**src/rtl/tbe_pkg.sv**
```systemverilog
package tbe_pkg;
   typedef enum logic {
      ISA_NORMAL = 1'b0,
      ISA_ALT    = 1'b1
   } isa_e;
endpackage

```
**src/rtl/tbe_span.sv**
```systemverilog
// Counts how many low-order groups must be sent to cover every changed bit.
module tbe_span #(
   parameter int ADDR_W = 32,
   parameter int GRP_W  = 7,
   parameter int NPKT   = 5,
   parameter int CNT_W  = 3
) (
   input  logic [ADDR_W-1:0] new_addr,
   input  logic [ADDR_W-1:0] ref_addr,
   input  logic              force_full,
   output logic [CNT_W-1:0]  n_pkts
);
   logic [ADDR_W-1:0] diff;
   logic [NPKT-1:0]   grp_chg;

   assign diff = new_addr ^ ref_addr;

   for (genvar g = 0; g < NPKT; g++) begin : g_grp
      localparam int LO = g * GRP_W;
      localparam int HI = (LO + GRP_W - 1 > ADDR_W - 1) ? ADDR_W - 1 : LO + GRP_W - 1;
      assign grp_chg[g] = |diff[HI:LO];
   end

   always_comb begin
      n_pkts = CNT_W'(1);
      for (int g = 1; g < NPKT; g++) begin
         if (grp_chg[g]) n_pkts = CNT_W'(g + 1);
      end
      if (force_full) n_pkts = CNT_W'(NPKT);
   end
endmodule

```
**src/rtl/tbe_serializer.sv**
```systemverilog
// Shifts the captured address out one group per clock.
module tbe_serializer #(
   parameter int ADDR_W = 32,
   parameter int GRP_W  = 7,
   parameter int PKT_W  = 8,
   parameter int NPKT   = 5,
   parameter int CNT_W  = 3
) (
   input  logic              clk,
   input  logic              rst_n,
   input  logic              load,
   input  logic [ADDR_W-1:0] load_addr,
   input  logic [CNT_W-1:0]  load_n,
   input  logic              load_alt,
   output logic              active,
   output logic              sync,
   output logic              last,
   output logic [PKT_W-1:0]  data
);
   localparam int LAST_W = ADDR_W - (NPKT - 1) * GRP_W;

   logic [ADDR_W-1:0] shreg_q;
   logic [CNT_W-1:0]  remain_q;
   logic [CNT_W-1:0]  idx_q;
   logic              alt_q;
   logic              cont;

   always_ff @(posedge clk or negedge rst_n) begin
      if (!rst_n) begin
         shreg_q  <= '0;
         remain_q <= '0;
         idx_q    <= '0;
         alt_q    <= 1'b0;
         active   <= 1'b0;
         sync     <= 1'b0;
      end else if (load) begin
         shreg_q  <= load_addr;
         remain_q <= load_n;
         idx_q    <= '0;
         alt_q    <= load_alt;
         active   <= 1'b1;
         sync     <= 1'b1;
      end else if (active) begin
         shreg_q  <= shreg_q >> GRP_W;
         remain_q <= remain_q - CNT_W'(1);
         idx_q    <= idx_q + CNT_W'(1);
         sync     <= 1'b0;
         if (remain_q == CNT_W'(1)) active <= 1'b0;
      end
   end

   assign last = active && (remain_q == CNT_W'(1));

   always_comb begin
      if (!last)                         cont = 1'b1;
      else if (idx_q == CNT_W'(NPKT - 1)) cont = alt_q;
      else                               cont = 1'b0;
   end

   assign data = active ? {cont, shreg_q[GRP_W-1:0]} : '0;

   // non-final packets announce a follower
   a_r1_cont_set: assert property (@(posedge clk) disable iff (!rst_n)
      (active && !last) |-> data[PKT_W-1]);

   // no second sync inside one branch
   a_r3_sync_once: assert property (@(posedge clk) disable iff (!rst_n)
      (active && !last) |=> (active && !sync));

   if (LAST_W < GRP_W) begin : g_pad_chk
      // unused high payload bits of the top group are zero
      a_r2_top_pad: assert property (@(posedge clk) disable iff (!rst_n)
         (active && idx_q == CNT_W'(NPKT - 1)) |-> (data[GRP_W-1:LAST_W] == '0));
   end
endmodule

```
**src/rtl/trace_branch_encoder.sv**
```systemverilog
module trace_branch_encoder #(
   parameter int ADDR_W = 32,
   parameter int GRP_W  = 7,
   parameter int PKT_W  = 8
) (
   input  logic              clk,
   input  logic              rst_n,
   input  logic              br_valid_i,
   input  logic [ADDR_W-1:0] br_addr_i,
   input  logic              br_alt_i,
   output logic              br_busy_o,
   output logic              pkt_valid_o,
   output logic [PKT_W-1:0]  pkt_data_o,
   output logic              pkt_sync_o
);
   import tbe_pkg::*;

   localparam int NPKT  = (ADDR_W + GRP_W - 1) / GRP_W;
   localparam int CNT_W = $clog2(NPKT + 1);

   if (PKT_W != GRP_W + 1) begin : g_bad_pkt
      $error("PKT_W must be GRP_W plus one continuation bit");
   end
   if (ADDR_W <= GRP_W) begin : g_bad_addr
      $error("ADDR_W must exceed one group");
   end
   if (ADDR_W - (NPKT - 1) * GRP_W >= GRP_W + 1) begin : g_bad_top
      $error("top group overflows its packet");
   end

   logic [ADDR_W-1:0] last_addr_q;
   isa_e              last_state_q;
   logic              full_q;
   logic              active;
   logic              last;
   logic              accept;
   logic              force_full;
   logic [CNT_W-1:0]  n_pkts;

   assign accept     = br_valid_i && !active;
   assign force_full = full_q || (isa_e'(br_alt_i) != last_state_q);

   always_ff @(posedge clk or negedge rst_n) begin
      if (!rst_n) begin
         last_addr_q  <= '0;
         last_state_q <= ISA_NORMAL;
         full_q       <= 1'b1;
      end else if (accept) begin
         last_addr_q  <= br_addr_i;
         last_state_q <= isa_e'(br_alt_i);
         full_q       <= 1'b0;
      end
   end

   tbe_span #(
      .ADDR_W(ADDR_W), .GRP_W(GRP_W), .NPKT(NPKT), .CNT_W(CNT_W)
   ) i_span (
      .new_addr  (br_addr_i),
      .ref_addr  (last_addr_q),
      .force_full(force_full),
      .n_pkts    (n_pkts)
   );

   tbe_serializer #(
      .ADDR_W(ADDR_W), .GRP_W(GRP_W), .PKT_W(PKT_W), .NPKT(NPKT), .CNT_W(CNT_W)
   ) i_ser (
      .clk      (clk),
      .rst_n    (rst_n),
      .load     (accept),
      .load_addr(br_addr_i),
      .load_n   (n_pkts),
      .load_alt (br_alt_i),
      .active   (active),
      .sync     (pkt_sync_o),
      .last     (last),
      .data     (pkt_data_o)
   );

   assign br_busy_o   = active;
   assign pkt_valid_o = active;

   // an accepted request opens a synced packet on the next cycle
   a_r8_accept_start: assert property (@(posedge clk) disable iff (!rst_n)
      accept |=> (pkt_valid_o && pkt_sync_o));

   // the handshake stays busy until the final packet
   a_r8_busy_hold: assert property (@(posedge clk) disable iff (!rst_n)
      (pkt_valid_o && !last) |=> br_busy_o);

   // packet count lies within one..NPKT
   a_r4_len_range: assert property (@(posedge clk) disable iff (!rst_n)
      accept |-> (n_pkts >= CNT_W'(1) && n_pkts <= CNT_W'(NPKT)));

   // a state change gives a full-length address
   a_r7_full_on_switch: assert property (@(posedge clk) disable iff (!rst_n)
      (accept && (isa_e'(br_alt_i) != last_state_q)) |-> (n_pkts == CNT_W'(NPKT)));

   // sync is never shown without a packet
   a_r6_sync_valid: assert property (@(posedge clk) disable iff (!rst_n)
      pkt_sync_o |-> pkt_valid_o);
endmodule

```
**config.mk**
```make
export PLATFORM = sky130hd
export DESIGN_NAME = trace_branch_encoder
export DESIGN_NICKNAME = d
export VERILOG_FILES = /design/src/rtl/tbe_pkg.sv /design/src/rtl/tbe_span.sv /design/src/rtl/tbe_serializer.sv /design/src/rtl/trace_branch_encoder.sv
export SDC_FILE = /design/constraint.sdc
export NUM_CORES = 1
export LEC_CHECK = 0
export BUFFER_PORTS_ARGS = -buffer_cell sky130_fd_sc_hd__buf_2
export CORE_ASPECT_RATIO = 0.7
export CORE_MARGIN = 10
export CORE_UTILIZATION = 50
export DETAILED_ROUTE_END_ITERATION = 10
export GPL_ROUTABILITY_DRIVEN = 0
export PLACE_DENSITY = 0.75
export RECOVER_POWER = 25
export SLEW_MARGIN = 20
export SYNTH_ARGS = -nofsm -noshare
export SYNTH_HDL_FRONTEND = slang
export SYNTH_SLANG_ARGS = --single-unit
```
**constraint.sdc**
```tcl
create_clock -name clk -period 1.6 [get_ports clk]
set_input_delay 0.16 -clock clk [delete_from_list [all_inputs] [get_ports clk]]
set_output_delay 0.16 -clock clk [all_outputs]
set_load 0.01 [all_outputs]
```
* Word level (Yosys, flattened, before mapping)
Index checks and enable logic that the tools add are counted.
Cells by class: $add $sub $neg 2, equal/unequal tests 3, multiplexer cells 19, bitwise operators 1, reductions and logical operators 9
Operator list (count):
- 32-bit two-way mux | 2
- 32-bit bitwise XOR | 1
- 3-bit two-way mux | 7
- 7-bit OR reduction | 3
- 8-bit two-way mux | 1
- 1-bit two-way mux | 7
- 2-bit two-way mux | 2
- 4-bit OR reduction | 1
- 3-bit by 1-bit adder with 3-bit output (second input constant) | 1
- 3-bit by 1-bit == test with 1-bit output (second input constant) | 1
- 3-bit == test (second input constant) | 1
- 3-bit by 1-bit subtractor with 3-bit output (second input constant) | 1
- 1-bit logical AND | 2
- 2-bit nonzero test | 1
- 1-bit zero test | 1
- 1-bit logical OR | 1
- 1-bit != test | 1
Word-level totals: flip-flop bits (word level) 74

* Longest topological paths before layout
depth in word-level cells 8, mapped depth 6

* By module
A second synthesis with hierarchy kept.
Unflattened totals: cell total of the unflattened synthesis 291, area total of the unflattened synthesis 3704.8 µm²
By module, submodules not included:
- tbe_serializer | times used 1, cells an instance 177, area an instance 1961.9 µm², sequential area each 1026.0 µm²
- trace_branch_encoder | times used 1, cells an instance 76, area an instance 1446.4 µm², sequential area each 852.1 µm²
- tbe_span | times used 1, cells an instance 38, area an instance 296.5 µm², sequential area each 0.0 µm²

* Worst setup path before layout
Ideal clock, no wire load.
path kind register -> register, from register i_ser.active, to register last_addr_q[18], library setup time 128 ps, data arrival time 1354 ps, required time 1472 ps, setup slack 119 ps, cell stages (with the launch flop) 5, buffers on the path 2, cells stage by stage dfrtp_1 -> nor2b_1 -> buf_2 -> buf_2 -> mux2_1
On the way: word-level cells in the longest chain between the ends 2
RTL lines:
- start: declaration | RTL line tbe_serializer.sv:15 | output logic active,
- start signal: assignment | RTL line tbe_serializer.sv:34 | active <= 1'b0;
- start signal: assignment | RTL line tbe_serializer.sv:41 | active <= 1'b1;
- start signal: assignment | RTL line tbe_serializer.sv:48 | if (remain_q == CNT_W'(1)) active <= 1'b0;
- 1-bit zero test | RTL line trace_branch_encoder.sv:40 | assign accept = br_valid_i && !active;
- 1-bit logical AND | RTL line trace_branch_encoder.sv:40
- end signal: assignment | RTL line trace_branch_encoder.sv:49 | last_addr_q <= br_addr_i;
- end: declaration | RTL line trace_branch_encoder.sv:31 | logic [ADDR_W-1:0] last_addr_q;
No other way between the ends. A chain may end at the register's enable or synchronous reset.

* Worst setup path after layout
from register last_addr_q[8], to register i_ser.remain_q[0]
On the way: word-level cells in the longest chain between the ends 8
RTL lines:
- 32-bit bitwise XOR | RTL line tbe_span.sv:16 | assign diff = new_addr ^ ref_addr;
- 7-bit OR reduction | RTL line tbe_span.sv:21 | assign grp_chg[g] = |diff[HI:LO];
- 2-bit two-way mux (2 in a row) | RTL line tbe_span.sv:27 | if (grp_chg[g]) n_pkts = CNT_W'(g + 1);
- 3-bit two-way mux (2 in a row) | RTL line tbe_span.sv:27
- 3-bit two-way mux | RTL line tbe_span.sv:29 | if (force_full) n_pkts = CNT_W'(NPKT);
- 3-bit two-way mux | RTL line tbe_serializer.sv:36 | end else if (load) begin
- end signal: assignment | RTL line tbe_serializer.sv:38 | remain_q <= load_n;
- end signal: assignment | RTL line tbe_serializer.sv:45 | remain_q <= remain_q - CNT_W'(1);
- end: declaration | RTL line tbe_serializer.sv:23 | logic [CNT_W-1:0] remain_q;
No other way between the ends.

==> flow_metrics.py <==
metrics = {
    "power_and_ir_drop": {
        "peakVddDrop_uv": 685,
        "clkPwrFrac_pct": 24.0,
        "intPower_mw": 4.35,
        "combPwrFrac_pct": 32.5,
        "p_sw_mw": 2.03,
        "p_per_area_nw_per_um2": 1660,
        "p_leak_nw": 1.80,
        "seqPwrFrac_pct": 43.5,
        "finalPower_mw": 6.39,
        "switching_share_pct": 31.8,
    },
    "synth": {
        "syn_area_um2": 3200,
        "synth-edff-count": 0,
        "ys_seq_area_share_pct": 52.4,
        "ys_seq_elements": 67,
        "synth.avg_cell_area_um2": 11.7,
        "async_flop_share_pct": 100,
        "yosys.area.top_type": "dfrtp_1",
        "synth_top_area_share_pct": 51.5,
        "ys_types": 36,
        "synth_fp_nets": 313,
        "ys_warn_count": 0,
        "ys_top_cells_by_count": "dfrtp_1, mux2i_1, nand2_1, o21ai_1, mux2_1",
        "syn-instance-count": 273,
        "ys.flop_type": "dfrtp_1",
        "synth.most_common_cell": "dfrtp_1",
        "synth_area_leaders": "dfrtp_1, mux2i_1, mux2_1",
    },
    "floorplan": {
        "rows": 24,
        "die-area_um2": 10100,
        "ios": 47,
        "coreArea_um2": 6220,
        "start_util_pct": 51.5,
        "die_h_um": 87.0,
        "die_x_um": 116,
    },
    "placement": {
        "place_inst": 388,
        "portBuffers": 46,
        "place_hpwl_um": 4870,
        "place_area_um2": 3570,
    },
    "layout": {
        "seqCellArea_um2": 1680,
        "nFillCells": 491,
        "num-nets-final": 365,
        "area_growth_pct": 19.8,
        "antenna_cells": 0,
        "postLayoutCellArea_um2": 3840,
        "multiInputGateArea_um2": 1430,
        "instances_no_fill": 408,
        "drive_above_1_share_pct": 25.8,
        "postLayoutCoreUtil_pct": 61.8,
    },
    "timing": {
        "max_freq_mhz": 659,
        "min_period_over_period_pct": 94.8,
        "fin_crit_ps": 1520,
        "rsz0062_at_grt": "yes",
        "relSlewSlack_pct": 17.7,
        "worstMarginPinSlew_ps": 1230,
        "skew_ps": 8.96,
        "tns_ps": 0,
        "hold_viol": 0,
        "slew_violations": 0,
        "final-setup-viol-count": 0,
    },
    "global_route": {
        "grt_busiest_layer": "met2",
        "grt_pass1_vias": 2296,
        "overflow": 0,
        "antenna_found_initial": 0,
        "grtUsageTotal_pct": 15.0,
        "grt_pass1_wl_um": 11800,
        "grt_max_degree": 41,
        "use_met1_pct": 20.0,
        "grtUsageMet2_pct": 22.3,
        "met3_usage_pct": 5.65,
    },
    "route": {
        "num_vias": 2138,
        "wire_per_inst_um": 17.4,
        "wl_um": 7090,
        "postRouteAntennaNets": 0,
        "viasPerCell": 5.24,
        "first_pass_iters": 4,
        "drt-initial-drc-count": 100,
        "drc": 0,
    },
    "worst_setup_path": {
        "worstSetupEndpointType": "flop",
        "cp.required_ps": 1850,
        "cp.arrival_ps": 1770,
        "crit_type": "reg -> reg",
        "path_max_fanout": 2,
        "crit_slowest_cell": "dfrtp_1",
        "worstPathCellList": "xor2_1, nor4_2, nand4_1, a21bo_1, a221oi_2",
        "critPathMaxStageDelay_ps": 400,
        "start_kind": "flop",
    },
    "clocking": {
        "clk_path_buf_depth": 2,
        "numCtsBuffers": 9,
        "cts-root-buf": "clkbuf_8",
        "clock_sinks": 67,
        "clkLatencyLatePin_ps": 340,
        "clkSlewWorstSetupHoldPaths_ps": 70,
        "cts_tree": "done",
        "cts_max_level": 3,
    },
    "job": {
        "maxCapViolations": 0,
    },
    "worst_hold_path": {
        "holdCritPathClass": "in -> reg",
    },
    "run_status": {
        "status": "finished clean",
    },
}
==> stage by stage <==
stage          hold WS (ps)  setup WS (ps)
2_1_floorplan          -136            119
3_3_place_gp            160            151
3_5_place_dp            163           75.5
4_1_cts                59.2           12.0
5_1_grt                63.4          -33.1
6_report               75.1           82.7
==> sequential cells by signal (all words and copies together), names as in the netlist <==
name            cells
i_ser.remain_q      3
i_ser.active        1
last_addr_q        25
i_ser.shreg_q      32
i_ser.sync          1
i_ser.alt_q         1
full_q              1
i_ser.idx_q         3
==> routing by layer <==
metal,up-vias,routed length [µm]
met5,-,0
met4,0,44
met3,6,455
met2,46,3160
met1,1045,3430
li1,1041,-
==> cells in the final DEF, fill, tap and decap left out, types with 2 or more instances in the layout <==
| cell | count |
|---|---|
| dfrtp_1 | 65 |
| buf_2 | 45 |
| mux2i_1 | 32 |
| nand2_1 | 28 |
| o21ai_1 | 19 |
| mux2_1 | 17 |
| xnor2_1 | 16 |
| xor2_1 | 12 |
| nor2_1 | 11 |
| mux2_2 | 10 |
| clkbuf_8 | 10 |
| and2_1 | 7 |
| o21ai_0 | 6 |
| clkbuf_1 | 5 |
| buf_12 | 5 |
| inv_1 | 4 |
| nand4_1 | 4 |
| ha_1 | 4 |
| buf_4 | 4 |
| nor2b_2 | 2 |
| a21oi_1 | 2 |
| bufinv_16 | 2 |
==> power groups by stage <==
stage / Sequential (mW) / Combinational, mW / Clock [mW]
floorplan: 2.70 / 1.45 / 0
global placement: 2.76 / 1.88 / 0
detailed placement: 2.81 / 1.94 / 0
CTS: 2.77 / 2.08 / 1.57
global route: 2.85 / 2.30 / 1.64
finish: 2.78 / 2.08 / 1.54
==> critical path, delay by kind of cell (launching register included) <==
family	cells	cell delay [ps]
xor gates and xnor gates	1	160
DFF	1	400
AOI/OAI and AO/OA	2	440
and+or+nand+nor	2	430
==> layout make-up <==
cell class | count | area share, %
repair buffers | 57 | 10.5
clock buffers | 14 | 3.98
clock inverters | 2 | 1.56
well taps | 78 | 2.54
flip-flops and latches | 67 | 43.7
multi-input cells | 186 | 37.3
inverters | 4 | 0.391
==> worst paths after layout <==
| path | start | endpoint | slack (ps) | cells after the start |
|---|---|---|---|---|
| setup / recovery | last_addr_q[8] | i_ser.remain_q[0] | 80 | 5 |
| hold / removal | br_alt_i | i_ser.alt_q | 80 | 2 |
| setup reg to reg | last_addr_q[8] | i_ser.remain_q[0] | 80 | 5 |
| hold reg to reg | i_ser.shreg_q[8] | i_ser.shreg_q[1] | 490 | 2 |
| max in group asynchronous | rst_n | i_ser.shreg_q[25] | 230 | 3 |
| min in group asynchronous | rst_n | last_addr_q[10] | 610 | 2 |
==> what timing repair did <==
action                                 CTS  global route
buffers inserted                         1             1
endpoints found under the hold margin   17             0
cloned                                   1             0
pin swaps                                0             1
setup endpoints to repair                1             2
hold buffers                             1             0
resized for setup                        0             2
==> logic make-up after synthesis <==
group	after synthesis	synth area share (%)
muxes	59	19.5
adders and majority gates	4	1.56
AOI/OAI and AO/OA	34	6.25
and+or+nand+nor	61	9.64
buffers and inverters	20	3.05
xor gates and xnor gates	28	7.65
DFF	67	52.4
Note: power is estimated with default switching activity, not from simulation.
